[src/rtl/async_wr_pkg.sv]
package async_wr_pkg;
  localparam int LANE_W = 8;
  localparam logic [1:0] SIZE_BYTE = 2'b01;
  localparam logic [3:0] SPACE_PROC = 4'd7;

  typedef enum logic [1:0] {
    ST_IDLE = 2'd0,
    ST_WAIT = 2'd1,
    ST_ACK  = 2'd2,
    ST_END  = 2'd3
  } bus_st_e;

  typedef struct packed {
    logic hi;
    logic lo;
  } lane_sel_t;
endpackage

[src/rtl/async_wr_sync.sv]
module async_wr_sync #(
  parameter int WIDTH  = 2,
  parameter int STAGES = 2
) (
  input  logic             clk,
  input  logic             rst_n,
  input  logic [WIDTH-1:0] d_in,
  output logic [WIDTH-1:0] d_out
);
  for (genvar b = 0; b < WIDTH; b++) begin : g_bit
    logic [STAGES-1:0] chain_q;
    always_ff @(posedge clk or negedge rst_n) begin
      if (!rst_n) chain_q <= '1;
      else        chain_q <= {chain_q[STAGES-2:0], d_in[b]};
    end
    assign d_out[b] = chain_q[STAGES-1];
  end
endmodule

[src/rtl/async_wr_lanes.sv]
module async_wr_lanes
  import async_wr_pkg::*;
(
  input  logic [1:0] size_code,
  input  logic       addr_lsb,
  output lane_sel_t  lanes
);
  always_comb begin
    if (size_code == SIZE_BYTE) begin
      lanes.hi = ~addr_lsb;
      lanes.lo = addr_lsb;
    end else begin
      lanes.hi = ~addr_lsb;
      lanes.lo = 1'b1;
    end
  end

  // every cycle selects at least one lane
  always_comb begin
    assert_lane_nonempty_R4: assert (lanes.hi | lanes.lo);
  end
endmodule

[src/rtl/async_wr_store.sv]
module async_wr_store
  import async_wr_pkg::*;
#(
  parameter int DEPTH = 8,
  localparam int IDX_W = $clog2(DEPTH)
) (
  input  logic              clk,
  input  logic              rst_n,
  input  logic              wr_en,
  input  logic [IDX_W-1:0]  wr_idx,
  input  lane_sel_t         wr_lanes,
  input  logic [2*LANE_W-1:0] wr_data,
  input  logic [IDX_W-1:0]  rd_idx,
  output logic [2*LANE_W-1:0] rd_data
);
  logic [LANE_W-1:0] mem_q [DEPTH][2];

  for (genvar e = 0; e < DEPTH; e++) begin : g_ent
    for (genvar l = 0; l < 2; l++) begin : g_lane
      logic lane_en;
      assign lane_en = wr_en && (wr_idx == IDX_W'(e)) &&
                       ((l == 1) ? wr_lanes.hi : wr_lanes.lo);
      always_ff @(posedge clk or negedge rst_n) begin
        if (!rst_n)       mem_q[e][l] <= '0;
        else if (lane_en) mem_q[e][l] <= wr_data[l*LANE_W +: LANE_W];
      end
    end
  end

  assign rd_data = {mem_q[rd_idx][1], mem_q[rd_idx][0]};
endmodule

[src/rtl/async_wr_ctrl.sv]
module async_wr_ctrl
  import async_wr_pkg::*;
#(
  parameter int WAIT_W = 3
) (
  input  logic              clk,
  input  logic              rst_n,
  input  logic              as_sync_n,
  input  logic              ds_sync_n,
  input  logic              qualify,
  input  logic [WAIT_W-1:0] wait_cfg,
  output logic              wr_en,
  output logic              ack_on
);
  bus_st_e           st_q, st_d;
  logic [WAIT_W-1:0] cnt_q, cnt_d;
  logic              cnt_en;
  logic              both_low, both_high;

  assign both_low  = ~as_sync_n & ~ds_sync_n;
  assign both_high = as_sync_n & ds_sync_n;

  always_comb begin
    st_d   = st_q;
    cnt_d  = cnt_q;
    cnt_en = 1'b0;
    wr_en  = 1'b0;
    unique case (st_q)
      ST_IDLE: if (both_low) begin
        if (qualify) begin
          st_d   = ST_WAIT;
          cnt_d  = wait_cfg;
          cnt_en = 1'b1;
        end else begin
          st_d = ST_END;
        end
      end
      ST_WAIT: begin
        if (!both_low) begin
          st_d = ST_END;
        end else if (cnt_q == '0) begin
          st_d  = ST_ACK;
          wr_en = 1'b1;
        end else begin
          cnt_d  = cnt_q - 1'b1;
          cnt_en = 1'b1;
        end
      end
      ST_ACK:  if (!both_low) st_d = ST_END;
      ST_END:  if (both_high) st_d = ST_IDLE;
      default: st_d = ST_IDLE;
    endcase
  end

  always_ff @(posedge clk or negedge rst_n) begin
    if (!rst_n) st_q <= ST_IDLE;
    else        st_q <= st_d;
  end

  always_ff @(posedge clk or negedge rst_n) begin
    if (!rst_n)      cnt_q <= '0;
    else if (cnt_en) cnt_q <= cnt_d;
  end

  assign ack_on = (st_q == ST_ACK);

  // acknowledge rises only right after a store
  assert_ack_after_store_R6: assert property (@(posedge clk) disable iff (!rst_n)
    $rose(ack_on) |-> $past(wr_en));
  // acknowledge only while both strobes were held
  assert_ack_needs_strobes_R7: assert property (@(posedge clk) disable iff (!rst_n)
    ack_on |-> $past(both_low));
  // strobe negation drops the acknowledge next edge
  assert_ack_release_R7: assert property (@(posedge clk) disable iff (!rst_n)
    (ack_on && !both_low) |=> !ack_on);
  // leaving the end state requires both strobes negated
  assert_end_wait_R10: assert property (@(posedge clk) disable iff (!rst_n)
    (st_q == ST_END && !both_high) |=> st_q == ST_END);
endmodule

[src/rtl/async_wr_responder.sv]
module async_wr_responder
  import async_wr_pkg::*;
#(
  parameter int DEPTH  = 8,
  parameter int WAIT_W = 3,
  localparam int IDX_W = $clog2(DEPTH)
) (
  input  logic                clk,
  input  logic                rst_n,
  input  logic                addr_strb_n,
  input  logic                data_strb_n,
  input  logic                rd_wr,
  input  logic [1:0]          xfer_size,
  input  logic [IDX_W:0]      bus_addr,
  input  logic [3:0]          space_code,
  input  logic [2*LANE_W-1:0] bus_data,
  input  logic [WAIT_W-1:0]   wait_cfg,
  output logic                ack_hi_n,
  output logic                ack_lo_n,
  input  logic [IDX_W-1:0]    rd_idx,
  output logic [2*LANE_W-1:0] rd_word
);
  logic       rst_meta_q, rst_sync_n;
  logic [1:0] strb_sync;
  logic       qualify, wr_en, ack_on;
  lane_sel_t  lanes;

  always_ff @(posedge clk or negedge rst_n) begin
    if (!rst_n) begin
      rst_meta_q <= 1'b0;
      rst_sync_n <= 1'b0;
    end else begin
      rst_meta_q <= 1'b1;
      rst_sync_n <= rst_meta_q;
    end
  end

  async_wr_sync #(.WIDTH(2), .STAGES(2)) u_sync (
    .clk   (clk),
    .rst_n (rst_sync_n),
    .d_in  ({addr_strb_n, data_strb_n}),
    .d_out (strb_sync)
  );

  assign qualify = ~rd_wr && (space_code != SPACE_PROC);

  async_wr_ctrl #(.WAIT_W(WAIT_W)) u_ctrl (
    .clk       (clk),
    .rst_n     (rst_sync_n),
    .as_sync_n (strb_sync[1]),
    .ds_sync_n (strb_sync[0]),
    .qualify   (qualify),
    .wait_cfg  (wait_cfg),
    .wr_en     (wr_en),
    .ack_on    (ack_on)
  );

  async_wr_lanes u_lanes (
    .size_code (xfer_size),
    .addr_lsb  (bus_addr[0]),
    .lanes     (lanes)
  );

  async_wr_store #(.DEPTH(DEPTH)) u_store (
    .clk      (clk),
    .rst_n    (rst_sync_n),
    .wr_en    (wr_en),
    .wr_idx   (bus_addr[IDX_W:1]),
    .wr_lanes (lanes),
    .wr_data  (bus_data),
    .rd_idx   (rd_idx),
    .rd_data  (rd_word)
  );

  assign ack_hi_n = ~ack_on;
  assign ack_lo_n = 1'b1;

  // processor-space cycles never store
  assert_no_proc_store_R8: assert property (@(posedge clk) disable iff (!rst_sync_n)
    wr_en |-> space_code != SPACE_PROC);
  // reads never store
  assert_no_read_store_R9: assert property (@(posedge clk) disable iff (!rst_sync_n)
    wr_en |-> !rd_wr);
endmodule

[config.mk]
export PLATFORM = sky130hd
export DESIGN_NAME = async_wr_responder
export DESIGN_NICKNAME = d
export VERILOG_FILES = /design/src/rtl/async_wr_pkg.sv /design/src/rtl/async_wr_sync.sv /design/src/rtl/async_wr_lanes.sv /design/src/rtl/async_wr_store.sv /design/src/rtl/async_wr_ctrl.sv /design/src/rtl/async_wr_responder.sv
export SDC_FILE = /design/constraint.sdc
export NUM_CORES = 1
export LEC_CHECK = 0
export BUFFER_PORTS_ARGS = -buffer_cell sky130_fd_sc_hd__clkbuf_2
export CORE_UTILIZATION = 54
export DETAILED_ROUTE_END_ITERATION = 7
export PLACE_DENSITY = 0.76
export SLEW_MARGIN = 10
export SYNTH_ARGS = -nofsm -noshare
export SYNTH_HDL_FRONTEND = slang
export SYNTH_HIERARCHICAL = 1
export SYNTH_SLANG_ARGS = --single-unit
[constraint.sdc]
create_clock -name clk -period 4 [get_ports clk]
set_input_delay 0.4 -clock clk [delete_from_list [all_inputs] [get_ports clk]]
set_output_delay 0.4 -clock clk [all_outputs]
set_load 0.05 [all_outputs]
==> run metrics <==
register area share after synthesis 52.87%; terminus of the critical flop-to-flop path u_store/mem_q[87]; f_max 0.3553 GHz; Critical Path Fanout Max 19; unrepaired setup endpoints after global routing no; Setup Buffers After CTS 0; Gate Count Post-Synth 411; critical setup path kind in -> out; post-synth top area share 51.27%; Die Area 12650 um^2; clk_skew 0.007634 ns; worst r2r path cells 7; VDD IR max 0.2394 mV; Hold Vio Cnt, Final 0; Hold Slack 0.06910 ns; Rel. slew slack 39.42%; TritonRoute pass-1 iters 4; vias post-DR 3771; IO Port Bufs 53; most common cell after layout, fill and taps aside mux2_2; fin nets 515; initial DRC count 180; worst path bufs/invs 3; multiplexer share of the synthesized area 37.52%; Slew @ Worst Pin 0.9087 ns; hold buffers post-CTS 1; latest clock arrival within the worst-skew pair 0.41 ns; post-synthesis compound-gate area fraction 1.861%; gp weighted congestion 0.7521; Total Routing Usage GR 23.68%; Wirelength per Cell 20.95 um; critical path's largest stage delay 0.62 ns; Final Setup Violations 0; post-route ant nets 0; status complete, no violations; H-tree levels 4; most frequent cells in the layout mux2_2 (144), dfrtp_1 (134), clkbuf_2 (53), mux4_1 (28), clkbuf_16 (17); simple-gate share of the synthesized area 4.273%; P&R area growth vs syn 14.77%; Vias/cell 6.005; Worst Setup End Kind output pin; TNS Setup 0 ns; hold crit path type in -> reg; setup slack, reg-to-reg 1.20 ns; adder-cell share of the synthesized area 1.139%; first-pass GRT wire length 22320 um; CTS Sinks 139; Pwr per Cell Area 483.8 nW/um^2; Post-synth EDFFs 0; Slowest cell on crit path mux4_1; Max Slew Vio Count 0; Post-CTS Resized 0; final worst-path cycle share 70.36%; CTS tree yes; mapped cell area 6589 um^2; Initial Util 56.50%; syn avg cell area 16.03 um^2; largest net degree at the start of global routing 71; CP delay by family, top buffers and inverters; Total Wirelength 13160 um; LEAKAGE 0.003846 uW; Clock Tree Buf Depth 2; min cycle time layout 2.814 ns; # IOs 55; Yosys cell types 42; synth top area cells dfrtp_1 (51%), mux2_2 (25%), mux4_1 (11%); Worst-path clk slew 0.06 ns; core area 11660 um^2; Primary FF master, synth dfrtp_1; Post-synth ARST share 100.0%; largest family of logic cells by synthesized area multiplexers; gr ovfl total 0; hold path endpoint u_sync/g_bit[0].chain_q[0]; crit path launch type primary input; Die H 112.5 um; Root Buffer clkbuf_16; yosys warns 6; total CTS buffers 17; Diodes inserted 0; row cnt 39; Worst Hold Depth 1; Max Cap Viol 0; r2r startpoint u_ctrl/st_q[1]; CP Data Arrival Time 2.41 ns; #FFs+latches synth 139; vias in the first global route 4095; share of layout cells above drive strength 1 53.61%; Min-Delay Startpoint data_strb_n; DRC 0; post-DP HPWL 8365 um; CP required 3.60 ns; most frequent cell on the critical path clkbuf_2; Post-Synth XOR/XNOR Area 0%; Synth area leader dfrtp_1; Die Wd 112.5 um; fillers 839; initial antenna violation count 0; CP cell instances clkbuf_2 > buf_4 > mux4_1 > mux2_2 > clkbuf_2
-- through the flow --
stage | util [%] | instance area, um^2 | setup WS [ns] | total power (uW) | cells
after CTS | 64.84 | 7562 | 1.180 | 3678 | 628
after detailed placement | 59.66 | 6958 | 1.165 | 2113 | 595
final | 64.84 | 7562 | 1.186 | 3659 | 628
after floorplan | - | 6594 | 1.694 | 1980 | 412
after global routing | 64.84 | 7562 | 1.045 | 3808 | 628
after global placement | 59.66 | 6958 | 1.193 | 2080 | 595
-- cells in the mapped netlist, types with 2 or more instances --
| cell type | count |
|---|---|
| buf_1 | 4 |
| nor3b_1 | 2 |
| nand2b_1 | 6 |
| mux4_1 | 28 |
| nor2_1 | 2 |
| ha_1 | 6 |
| a21oi_1 | 2 |
| buf_2 | 4 |
| dfrtp_1 | 135 |
| o21ai_0 | 3 |
| nor2_4 | 2 |
| nand2_1 | 3 |
| dfstp_2 | 4 |
| clkbuf_2 | 2 |
| mux4_2 | 4 |
| inv_1 | 10 |
| mux2_2 | 144 |
| nand3_1 | 4 |
| o22ai_1 | 3 |
| nor2_2 | 11 |
| nor3_2 | 2 |
| nand3b_1 | 4 |
| nand4_1 | 2 |
| buf_4 | 3 |
| buf_6 | 4 |
-- power by group --
part / switching, uW / internal [uW] / total, uW
sequential: 77.4 / 1510 / 1590
combinational: 268 / 234 / 503
clock: 578 / 990 / 1570
total: 923 / 2740 / 3660
-- per-layer routing --
metal	up-vias	GRT usage, %	part of all wire (%)
met1	1992	33.18	47
met2	73	37.35	48
met5	-	0	0
met3	18	4.806	3.6
met4	0	8.089	1.5
li1	1688	-	-
-- worst reg2reg max path: stages, from the launching register on --
cell and delay [ns]:
dfrtp_1 0.41, inv_1 0.11, ha_1 0.28, nand2_1 0.08
nor2_1 0.48, nand2_1 0.20, nor3_2 0.70, mux2_2 0.42
-- kinds of logic (layout without fill, tap and decap cells) --
| kind of cell | count (synthesis) | count (layout) |
|---|---|---|
| mux | 178 | 178 |
| simple gates | 43 | 43 |
| compound gates | 17 | 17 |
| buf+inv | 27 | 100 |
| fa+ha+maj | 6 | 6 |
| flops | 139 | 139 |
| other cells | 1 | 2 |
-- state kept, by name, indices dropped and copies added (netlist names) --
register and flops:
u_store/mem_q 128, u_sync/g_bit.chain_q 4, u_ctrl/cnt_q 3, u_ctrl/st_q 2, rst_meta_q 1, rst_sync_n 1
-- area by class of cell --
cell class	count	area, um^2	share of cell area, %
Multi-Input combinational cell	246	2959	39.13
Clock buffer	19	442.9	5.857
Tap cell	143	178.9	2.366
Inverter	10	37.54	0.4964
Timing Repair Buffer	58	305.3	4.037
Sequential cell	139	3487	46.11
Clock inverter	13	151.4	2.002
-- worst max-delay path by stage --
stage / depth (start not counted) / slack [ns] / start / endpoint
detailed placement: 5 / 1.16 / rd_idx[0] / rd_word[6]
finish: 5 / 1.19 / rd_idx[0] / rd_word[6]
global route: 7 / 1.04 / u_ctrl/cnt_q[0] / u_store/mem_q[80]
CTS: 5 / 1.18 / rd_idx[0] / rd_word[6]
global placement: 5 / 1.19 / rd_idx[0] / rd_word[5]
floorplan: 0 / 1.69 / rst_sync_n / u_ctrl/cnt_q[0]
No activity file was read; power rests on OpenSTA's default activity.
